**src/rtl/wsb_pkg.sv**
```systemverilog
package wsb_pkg;

  // Next slot in rotation; wraps at depth (need not be a power of two).
  function automatic int unsigned slot_step(input int unsigned cur,
                                            input int unsigned depth);
    return (cur + 1 >= depth) ? 0 : cur + 1;
  endfunction

  // Occupancy after one cycle of allocation and release.
  function automatic int unsigned occ_next(input int unsigned cur,
                                           input logic        inc,
                                           input logic        dec);
    int unsigned r;
    r = cur;
    if (inc && !dec) r = cur + 1;
    if (dec && !inc) r = cur - 1;
    return r;
  endfunction

endpackage

```
**src/rtl/wsb_slot_alloc.sv**
```systemverilog
module wsb_slot_alloc #(
  parameter int DEPTH = 6,
  parameter int IDX_W = 3,
  parameter int CNT_W = 3
) (
  input  logic             clk,
  input  logic             rst_n,
  input  logic             alloc_i,
  input  logic             free_i,
  output logic [IDX_W-1:0] slot_o,
  output logic [CNT_W-1:0] count_o,
  output logic             room_o
);
  localparam logic [CNT_W-1:0] FULL = CNT_W'(DEPTH);

  logic [IDX_W-1:0] slot_q;
  logic [CNT_W-1:0] cnt_q;

  always_ff @(posedge clk) begin
    if (!rst_n) begin
      slot_q <= '0;
      cnt_q  <= '0;
    end else begin
      if (alloc_i)
        slot_q <= IDX_W'(wsb_pkg::slot_step(int'(slot_q), DEPTH));
      cnt_q <= CNT_W'(wsb_pkg::occ_next(int'(cnt_q), alloc_i, free_i));
    end
  end

  assign slot_o  = slot_q;
  assign count_o = cnt_q;
  assign room_o  = (cnt_q < FULL);
endmodule

```
**src/rtl/wsb_cmd_gate.sv**
```systemverilog
module wsb_cmd_gate (
  input  logic up_valid_i,
  input  logic bk_ready_i,
  input  logic room_i,
  output logic up_ready_o,
  output logic bk_valid_o,
  output logic fire_o
);
  assign up_ready_o = bk_ready_i && room_i;
  assign bk_valid_o = up_valid_i && room_i;
  assign fire_o     = up_valid_i && bk_ready_i && room_i;
endmodule

```
**src/rtl/wsb_data_mem.sv**
```systemverilog
module wsb_data_mem #(
  parameter int DEPTH  = 6,
  parameter int IDX_W  = 3,
  parameter int DATA_W = 32
) (
  input  logic              clk,
  input  logic              rst_n,
  input  logic              we_i,
  input  logic [IDX_W-1:0]  waddr_i,
  input  logic [DATA_W-1:0] wdata_i,
  input  logic              re_i,
  input  logic [IDX_W-1:0]  raddr_i,
  output logic [DATA_W-1:0] rdata_o
);
  logic [DATA_W-1:0] store [DEPTH];
  logic [DATA_W-1:0] rd_q;
  logic              raddr_ok;

  assign raddr_ok = (int'(raddr_i) < DEPTH);

  always_ff @(posedge clk) begin
    if (we_i && (int'(waddr_i) < DEPTH))
      store[waddr_i] <= wdata_i;
  end

  // Registered read: old contents are returned on a same-slot collision.
  always_ff @(posedge clk) begin
    if (!rst_n)
      rd_q <= '0;
    else if (re_i)
      rd_q <= raddr_ok ? store[raddr_i] : '0;
  end

  assign rdata_o = rd_q;
endmodule

```
**src/rtl/wr_stage_buf.sv**
```systemverilog
module wr_stage_buf #(
  parameter int DEPTH  = 6,
  parameter int DATA_W = 32,
  parameter int ADDR_W = 24,
  localparam int IDX_W = (DEPTH > 1) ? $clog2(DEPTH) : 1,
  localparam int CNT_W = $clog2(DEPTH + 1)
) (
  input  logic              clk,
  input  logic              rst_n,
  input  logic              up_valid,
  output logic              up_ready,
  input  logic [ADDR_W-1:0] up_addr,
  input  logic [DATA_W-1:0] up_data,
  output logic              bk_cmd_valid,
  input  logic              bk_cmd_ready,
  output logic [ADDR_W-1:0] bk_cmd_addr,
  output logic [IDX_W-1:0]  bk_cmd_slot,
  input  logic              bk_rd_en,
  input  logic [IDX_W-1:0]  bk_rd_slot,
  output logic              bk_rd_valid,
  output logic [DATA_W-1:0] bk_rd_data
);
  // Named internal events, also used by the bound checker.
  logic             alloc_fire;
  logic             free_fire;
  logic             has_room;
  logic [CNT_W-1:0] pend_cnt;
  logic             rd_valid_q;

  assign free_fire = bk_rd_en && (pend_cnt != '0);

  wsb_cmd_gate u_gate (
    .up_valid_i (up_valid),
    .bk_ready_i (bk_cmd_ready),
    .room_i     (has_room),
    .up_ready_o (up_ready),
    .bk_valid_o (bk_cmd_valid),
    .fire_o     (alloc_fire)
  );

  wsb_slot_alloc #(.DEPTH(DEPTH), .IDX_W(IDX_W), .CNT_W(CNT_W)) u_alloc (
    .clk     (clk),
    .rst_n   (rst_n),
    .alloc_i (alloc_fire),
    .free_i  (free_fire),
    .slot_o  (bk_cmd_slot),
    .count_o (pend_cnt),
    .room_o  (has_room)
  );

  wsb_data_mem #(.DEPTH(DEPTH), .IDX_W(IDX_W), .DATA_W(DATA_W)) u_mem (
    .clk     (clk),
    .rst_n   (rst_n),
    .we_i    (alloc_fire),
    .waddr_i (bk_cmd_slot),
    .wdata_i (up_data),
    .re_i    (bk_rd_en),
    .raddr_i (bk_rd_slot),
    .rdata_o (bk_rd_data)
  );

  always_ff @(posedge clk) begin
    if (!rst_n) rd_valid_q <= 1'b0;
    else        rd_valid_q <= bk_rd_en;
  end

  assign bk_rd_valid = rd_valid_q;
  assign bk_cmd_addr = up_addr;
endmodule

```
**config.mk**
```make
export PLATFORM = sky130hd
export DESIGN_NAME = wr_stage_buf
export DESIGN_NICKNAME = d
export VERILOG_FILES = /design/src/rtl/wsb_pkg.sv /design/src/rtl/wsb_slot_alloc.sv /design/src/rtl/wsb_cmd_gate.sv /design/src/rtl/wsb_data_mem.sv /design/src/rtl/wr_stage_buf.sv
export SDC_FILE = /design/constraint.sdc
export NUM_CORES = 1
export LEC_CHECK = 0
export BUFFER_PORTS_ARGS = -buffer_cell sky130_fd_sc_hd__buf_2
export CAP_MARGIN = 40
export CELL_PAD_IN_SITES_DETAIL_PLACEMENT = 1
export CELL_PAD_IN_SITES_GLOBAL_PLACEMENT = 1
export CORE_MARGIN = 2
export CORE_UTILIZATION = 47
export CTS_CLUSTER_DIAMETER = 150
export DETAILED_ROUTE_END_ITERATION = 16
export PLACE_DENSITY = 0.81
export SYNTH_ARGS = -nofsm -noshare
export SYNTH_HDL_FRONTEND = slang
export SYNTH_SLANG_ARGS = --single-unit
```
**constraint.sdc**
```tcl
create_clock -name clk -period 6.3 [get_ports clk]
set_clock_uncertainty 0.05 [all_clocks]
set_input_delay 0.63 -clock clk [delete_from_list [all_inputs] [get_ports clk]]
set_output_delay 0.63 -clock clk [all_outputs]
set_load 0.01 [all_outputs]
```
==> results of run 1 <==
per-layer routing:
metal	global-route usage	part of all wire
met4	0.05684	0.015
met1	0.2537	0.41
met3	0.03499	0.051
met2	0.3605	0.52
met5	0	0
state kept, by name, indices dropped and copies added (netlist names):
register / flops
bk_rd_valid: 1
u_alloc.count_o: 3
u_alloc.slot_o: 3
u_mem.rdata_o: 32
u_mem.store: 192
worst max-delay path by stage:
stage                             startpoint                 end  slack [ps]  cells after the start
after floorplan                 bk_cmd_ready   u_mem.store[1][0]        1410                      3
after global placement         bk_rd_slot[0]   u_mem.rdata_o[31]        3370                      6
after CTS                 u_alloc.count_o[1]  u_alloc.count_o[2]        3770                      8
after global routing      u_alloc.count_o[1]  u_alloc.count_o[2]        3600                      8
final                     u_alloc.count_o[1]  u_alloc.count_o[2]        3790                      8
after detailed placement        bk_cmd_ready  u_alloc.count_o[2]        3460                      8
cells in the final DEF, fill, tap and decap left out, types with 2 or more instances in the layout:
cell type / netlist / final
edfxtp_1: 192 / 192
mux2i_1: 96 / 96
buf_2: 20 / 76
nor2_1: 65 / 64
dfxtp_1: 39 / 39
a211oi_1: 32 / 32
o21ai_1: 30 / 30
clkbuf_16: 0 / 25
buf_4: 24 / 16
clkinv_2: 0 / 9
nand2_1: 7 / 7
clkbuf_1: 3 / 6
inv_1: 4 / 4
and2_1: 4 / 4
o21ai_0: 4 / 4
a21boi_0: 3 / 3
ha_1: 3 / 3
diode_2: 0 / 2
nand3_1: 2 / 2
nor4b_2: 0 / 2
nor4_2: 0 / 2
xor2_1: 2 / 2
nand4b_1: 2 / 2
clkinvlp_4: 0 / 2
synth_stat cells, drive strengths merged, types with 2 or more instances:
master / count
a211oi: 32
ha: 3
nor4: 2
nand2: 7
inv: 4
mux2i: 96
and2: 5
a21boi: 3
nor4b: 2
nor2: 65
edfxtp: 192
buf: 49
nand4b: 2
o21ai: 34
dfxtp: 39
xor2: 2
nand3: 2
clkbuf: 3
worst reg2reg max path, stage by stage (launching register included):
cell and delay [ps]:
dfxtp_1 390, nand2_1 100, nand3_1 530, ha_1 310, inv_1 70, fa_1 370
xor2_1 160, or3_1 300, a21boi_0 170
area by class of cell:
class | instances | area share
multi-input combinational | 269 | 0.1957
tap | 234 | 0.02904
clock buffer | 32 | 0.06565
clock inverter | 11 | 0.005957
antenna | 2 | 0.0004964
inverter | 4 | 0.001489
sequential | 231 | 0.6493
timing repair buffer | 93 | 0.05237
power breakdown:
part,total (uW),switching (uW),internal (uW)
registers,1720,23.5,1690
logic,191,114,76.2
clock network,1290,555,738
kinds of logic (layout without fill, tap and decap cells):
family | Yosys count | in the layout
AO/OA/AOI/OAI | 74 | 74
XOR/XNOR | 3 | 3
adder cells (fa/ha/maj) | 4 | 4
buffers and inverters | 56 | 140
flip-flops | 231 | 231
multiplexers | 96 | 96
other | 0 | 2
AND/OR/NAND/NOR | 92 | 92
stage by stage:
step,total power (uW),instances
final,3199,876
after global routing,3301,874
after CTS,3224,874
after detailed placement,1937,831
after global placement,1915,830
after floorplan,1872,556
==> metrics.cfg, run 1 <==
[status]
status=complete, no violations

[global_routing]
grt.overflow.total=0
grt_max_degree=40
grt_pass1_vias=5384
grtUsageTotal=0.2018
antenna_found_initial=1
grt_pass1_wl_um=30710

[critical_path]
arrival_ps=2880
path_cells=nand2_1 > nand3_1 > ha_1 > inv_1 > fa_1 > xor2_1 > or3_1 > a21boi_0
crit_slowest_cell=nand3_1
r2r_cells=8
start_kind=register
path_buf_inv=1
r2r_slack_ps=3790
crit_type=register to register
crit_family=simple AND/OR/NAND/NOR gates
cp-end-kind=register
timing.rr.start=u_alloc.count_o[1]
critPathRequiredTime_ps=6680
r2r_end=u_alloc.count_o[2]
crit_fanout=13
cpPeakStageDelay_ps=530

[synth]
synth-adder-area-share=0.006507
synth-edff-count=192
synth.net_count=624
muxShareOfSynthArea=0.1086
ys_seq_area_frac=0.7401
ys_top_cells_by_area=edfxtp_1 65%, mux2i_1 11%, dfxtp_1 8.8%, nor2_1 2.8%, a211oi_1 2.7%
synthFlopType=edfxtp_1
yosys.area_share.simple=0.04654
post_synth.cell_area_avg_um2=15.91
synth_top_cell_area_share=0.6519
synthXorXnorAreaFrac=0.002971
synthCells=556
yosys_warnings=0
syn_area_um2=8845
async_flop_share=0
ys_ff_latch=231
yosysTopAreaCell=edfxtp_1
synth_compound_area_frac=0.05418
synth_top_family_by_area=multiplexers
yosys.cell_types.count=36

[detailed_routing]
vias=4911
antenna_left=0
viasPerCell=5.606
dr.pass1.iters=5
wire_per_inst_um=22.87
drt-initial-drc-count=239
drt_wl_total_um=20040
drc=0

[cts]
cts_hold_buffers=0
clkSinkCount=231
cts_tree=built
clock_path_buffers=3
cts_max_level=1
clk_latency_ps=510
post_cts_resized=0
clk_pin_slew_worst_paths_ps=60
clock_tree.root_cell=clkbuf_16
cts-buffers-inserted=24
cts_setup_buffers=0

[placed_design]
gp_congestion=0.7271
portBuffers=77
dpl_cell_area_um2=9355
post-dp-hpwl_um=11500
dp_slack_ps=3461

[worst_hold_path]
min_to=u_mem.store[3][22]
min_from=up_data[22]
hold_depth=1
min_path_type=input port to register

[timing]
rsz0062_at_grt=false
slew_headroom=0.5008
finalHoldViolations=0
period_needed_ps=2506
setup_violations=0
fin_tns_setup_ps=0
fmaxAchievable_mhz=399.1
tightest_slew_ps=746.7
setup_ws_ps=3794
period_share=0.3977
fin_worst_hold_slack_ps=313.1
finalMaxSlewViolations=0

[layout]
fillers=1727
final_area_um2=10080
fin_nets=691
drive_above_1_share=0.2172
syn_to_final_growth_pct=13.99
final-seq-area_um2=6546
final_core_util=0.5426
multi_input_area_um2=1973

[die]
initial_core_util=0.4760
die_w_um=141.2
io_pins=126
die_area_um2=19930
die_height_um=141.2
core_area_um2=18580
rows=50

[pwr]
power.density_nw_per_um2=317.3
power_leakage_uw=0.003734
peakVddDrop_mv=0.2085

[flow_run]
drv_cap=0

(Power assumes the default switching activity.)
==> run 2, diff against run 1 <==
--- a/config.mk
+++ b/config.mk
@@ -10,10 +10,10 @@
 export CELL_PAD_IN_SITES_DETAIL_PLACEMENT = 1
 export CELL_PAD_IN_SITES_GLOBAL_PLACEMENT = 1
 export CORE_MARGIN = 2
-export CORE_UTILIZATION = 47
+export CORE_UTILIZATION = 43
 export CTS_CLUSTER_DIAMETER = 150
 export DETAILED_ROUTE_END_ITERATION = 16
-export PLACE_DENSITY = 0.81
+export PLACE_DENSITY = 0.78
 export SYNTH_ARGS = -nofsm -noshare
 export SYNTH_HDL_FRONTEND = slang
 export SYNTH_SLANG_ARGS = --single-unit
==> constraint.sdc (replaced) <==
create_clock -name clk -period 2.3 [get_ports clk]
set_clock_uncertainty 0.05 [all_clocks]
set_input_delay 0.23 -clock clk [delete_from_list [all_inputs] [get_ports clk]]
set_output_delay 0.23 -clock clk [all_outputs]
set_load 0.01 [all_outputs]
==> run 2 against run 1 <==
Effect of this change: first-iteration DRC count rose by 28%; cell count rose by 9.0%; power rose to 3.0 times the previous value; non-clock buffer count rose by 40; worst setup slack got worse by 3600 ps; clock power rose to 3.4 times the previous value; sequential share of layout area fell by 4.2 points; routed wire length rose by 2.4%; via count rose by 2.0%; register-to-register slack got worse by 3600 ps; count of clock-buffer cells in the layout fell by 1; largest cell class unchanged; highest routed layer unchanged.
==> metrics.cfg, run 2 (synthesized netlist as in run 1, its figures left out) <==
[cts]
cts-buffers-inserted=26  ; was 24
clk_pin_slew_worst_paths_ps=60  ; about the same
clock_path_buffers=3  ; unchanged
clkSinkCount=231  ; unchanged
cts_tree=built  ; unchanged
cts_max_level=1  ; unchanged
clk_latency_ps=520  ; was 510 ps
clock_tree.root_cell=clkbuf_16  ; unchanged
cts_setup_buffers=0  ; unchanged

[layout]
instances_no_fill=955  ; was 876
fillers=1919  ; was 1727
layout_common_cells=192 x edfxtp_1, 96 x mux2i_1, 76 x buf_2  ; unchanged
final_core_util=0.5325  ; was 0.5426
final_area_um2=10780  ; was 10080 um^2
insertedDiodeCount=0  ; was 2
layout_commonest_cell=edfxtp_1  ; unchanged
syn_to_final_growth_pct=21.83  ; was 13.99%
fin_nets=733  ; was 691
regMostFlops=u_mem.store  ; unchanged
largest_reg_flops=192  ; unchanged
drive_above_1_share=0.2219  ; was 0.2172

[die]
rows=52  ; was 50
initial_core_util=0.4371  ; was 0.4760
die_area_um2=21730  ; was 19930 um^2
die_w_um=147.4  ; was 141.2 um
io_pins=126  ; unchanged
core_area_um2=20230  ; was 18580 um^2
die_height_um=147.4  ; was 141.2 um

[detailed_routing]
drt_wl_total_um=20510  ; was 20040 um
wire_per_inst_um=21.48  ; was 22.87 um
dr.pass1.iters=5  ; unchanged
viasPerCell=5.246  ; was 5.606
antenna_left=0  ; unchanged
drc=0  ; unchanged
drt-initial-drc-count=307  ; was 239
vias=5010  ; was 4911

[timing]
rsz0062_at_grt=false  ; unchanged
setup_ws_ps=218.8  ; was 3794 ps
finalMaxSlewViolations=0  ; unchanged
fmaxAchievable_mhz=480.5  ; was 399.1 MHz
slew_headroom=0.5496  ; was 0.5008
period_share=0.9049  ; was 0.3977
finalHoldViolations=0  ; unchanged
setup_violations=0  ; unchanged
period_needed_ps=2081  ; was 2506 ps
tightest_slew_ps=674.7  ; was 746.7 ps
fin_worst_hold_slack_ps=199.5  ; was 313.1 ps

[pwr]
power.density_nw_per_um2=895.1  ; was 317.3 nW/um^2
peakVddDrop_mv=0.6554  ; was 0.2085 mV
power_leakage_uw=0.004002  ; was 0.003734 uW

[worst_hold_path]
min_from=bk_rd_slot[0]  ; was up_data[22]
min_path_type=input port to register  ; unchanged

[critical_path]
cp-end-kind=register  ; unchanged
path_buf_inv=1  ; unchanged
crit_fanout=4  ; was 13
start_kind=register  ; unchanged
critPathRequiredTime_ps=2680  ; was 6680 ps
path_cells=nand2_1 > nand3_2 > ha_1 > inv_1 > fa_1 > xor2_1 > or3_1 > a21boi_0  ; was nand2_1 > nand3_1 > ha_1 > inv_1 > fa_1 > xor2_1 > or3_1 > a21boi_0
crit_type=register to register  ; unchanged
crit_slowest_cell=fa_1  ; was nand3_1
cp-startpoint=u_alloc.count_o[1]  ; unchanged
crit_family=adder cells  ; was simple AND/OR/NAND/NOR gates
timing.rr.start=u_alloc.count_o[1]  ; unchanged
cpPeakStageDelay_ps=400  ; was 530 ps
arrival_ps=2460  ; was 2880 ps

[global_routing]
grt.overflow.total=0  ; unchanged
grtUsageTotal=0.1903  ; was 0.2018
grt_pass1_wl_um=31820  ; was 30710 um
grt_pass1_vias=5637  ; was 5384
antenna_found_initial=0  ; was 1
grt_max_degree=33  ; was 40

[placed_design]
portBuffers=77  ; unchanged
post-dp-hpwl_um=12110  ; was 11500 um
dp_slack_ps=211.8  ; was 3461 ps
dpl_cell_area_um2=9522  ; was 9355 um^2
gp_congestion=0.7156  ; was 0.7271
dp.cells=873  ; was 831

[flow_run]
drv_cap=0  ; unchanged

[status]
status=complete, no violations  ; unchanged

## run 2: changes by cell type in the layout (fill, tap and decap cells not counted), sizes merged
cell         delta
buf             +6
bufinv          +4
clkbuf          -1
clkinv          -1
clkinvlp        +1
diode           -2
dlygate4sd3    +34
inv             +2
## run 2: power by group
part           switching, uW  internal, uW
Combinational            335           259
Sequential              64.1          4630
Clock                   1690          2670
## run 2: what timing repair did
item	in CTS	in global routing
hold buffers	34	0
endpoints found under the hold margin	194	0
gates resized for setup	0	0
## run 2: per-stage QoR
stage / setup TNS (ps) / power (uW)
global placement: 0 / 5274
global route: 0 / 9923
detailed placement: 0 / 5335
floorplan: -456.4 / 5135
CTS: 0 / 9725
finish: 0 / 9645
## run 2: layout make-up
class,instances,area [um^2],area share
timing repair buffer,133,943.4,0.08755
clock buffer,31,710.7,0.06595
tap,270,337.8,0.03135
inverter,4,15.01,0.001393
multi-input combinational,269,2019,0.1874
sequential,231,6546,0.6075
clock inverter,17,202.7,0.01881
## run 2: per-layer routing
layer | GRT usage | wire length, um
met4 | 0.05144 | 286
met1 | 0.2442 | 8693
met5 | 0 | 0
met3 | 0.03241 | 931
met2 | 0.3360 | 10600
## run 2: worst min-delay path: cells and delay by family
| kind | cells | cell delay (ps) |
|---|---|---|
| AOI/OAI and AO/OA | 1 | 100 |
| buffers and inverters | 1 | 240 |
| muxes | 1 | 160 |
## run 2: worst paths after layout
| check | to | cells after the start | slack, ps |
|---|---|---|---|
| setup / recovery | u_alloc.count_o[2] | 8 | 220 |
| hold / removal | u_mem.rdata_o[11] | 3 | 200 |
| setup reg to reg | u_alloc.count_o[2] | 8 | 220 |
| hold reg to reg | u_mem.rdata_o[7] | 2 | 440 |
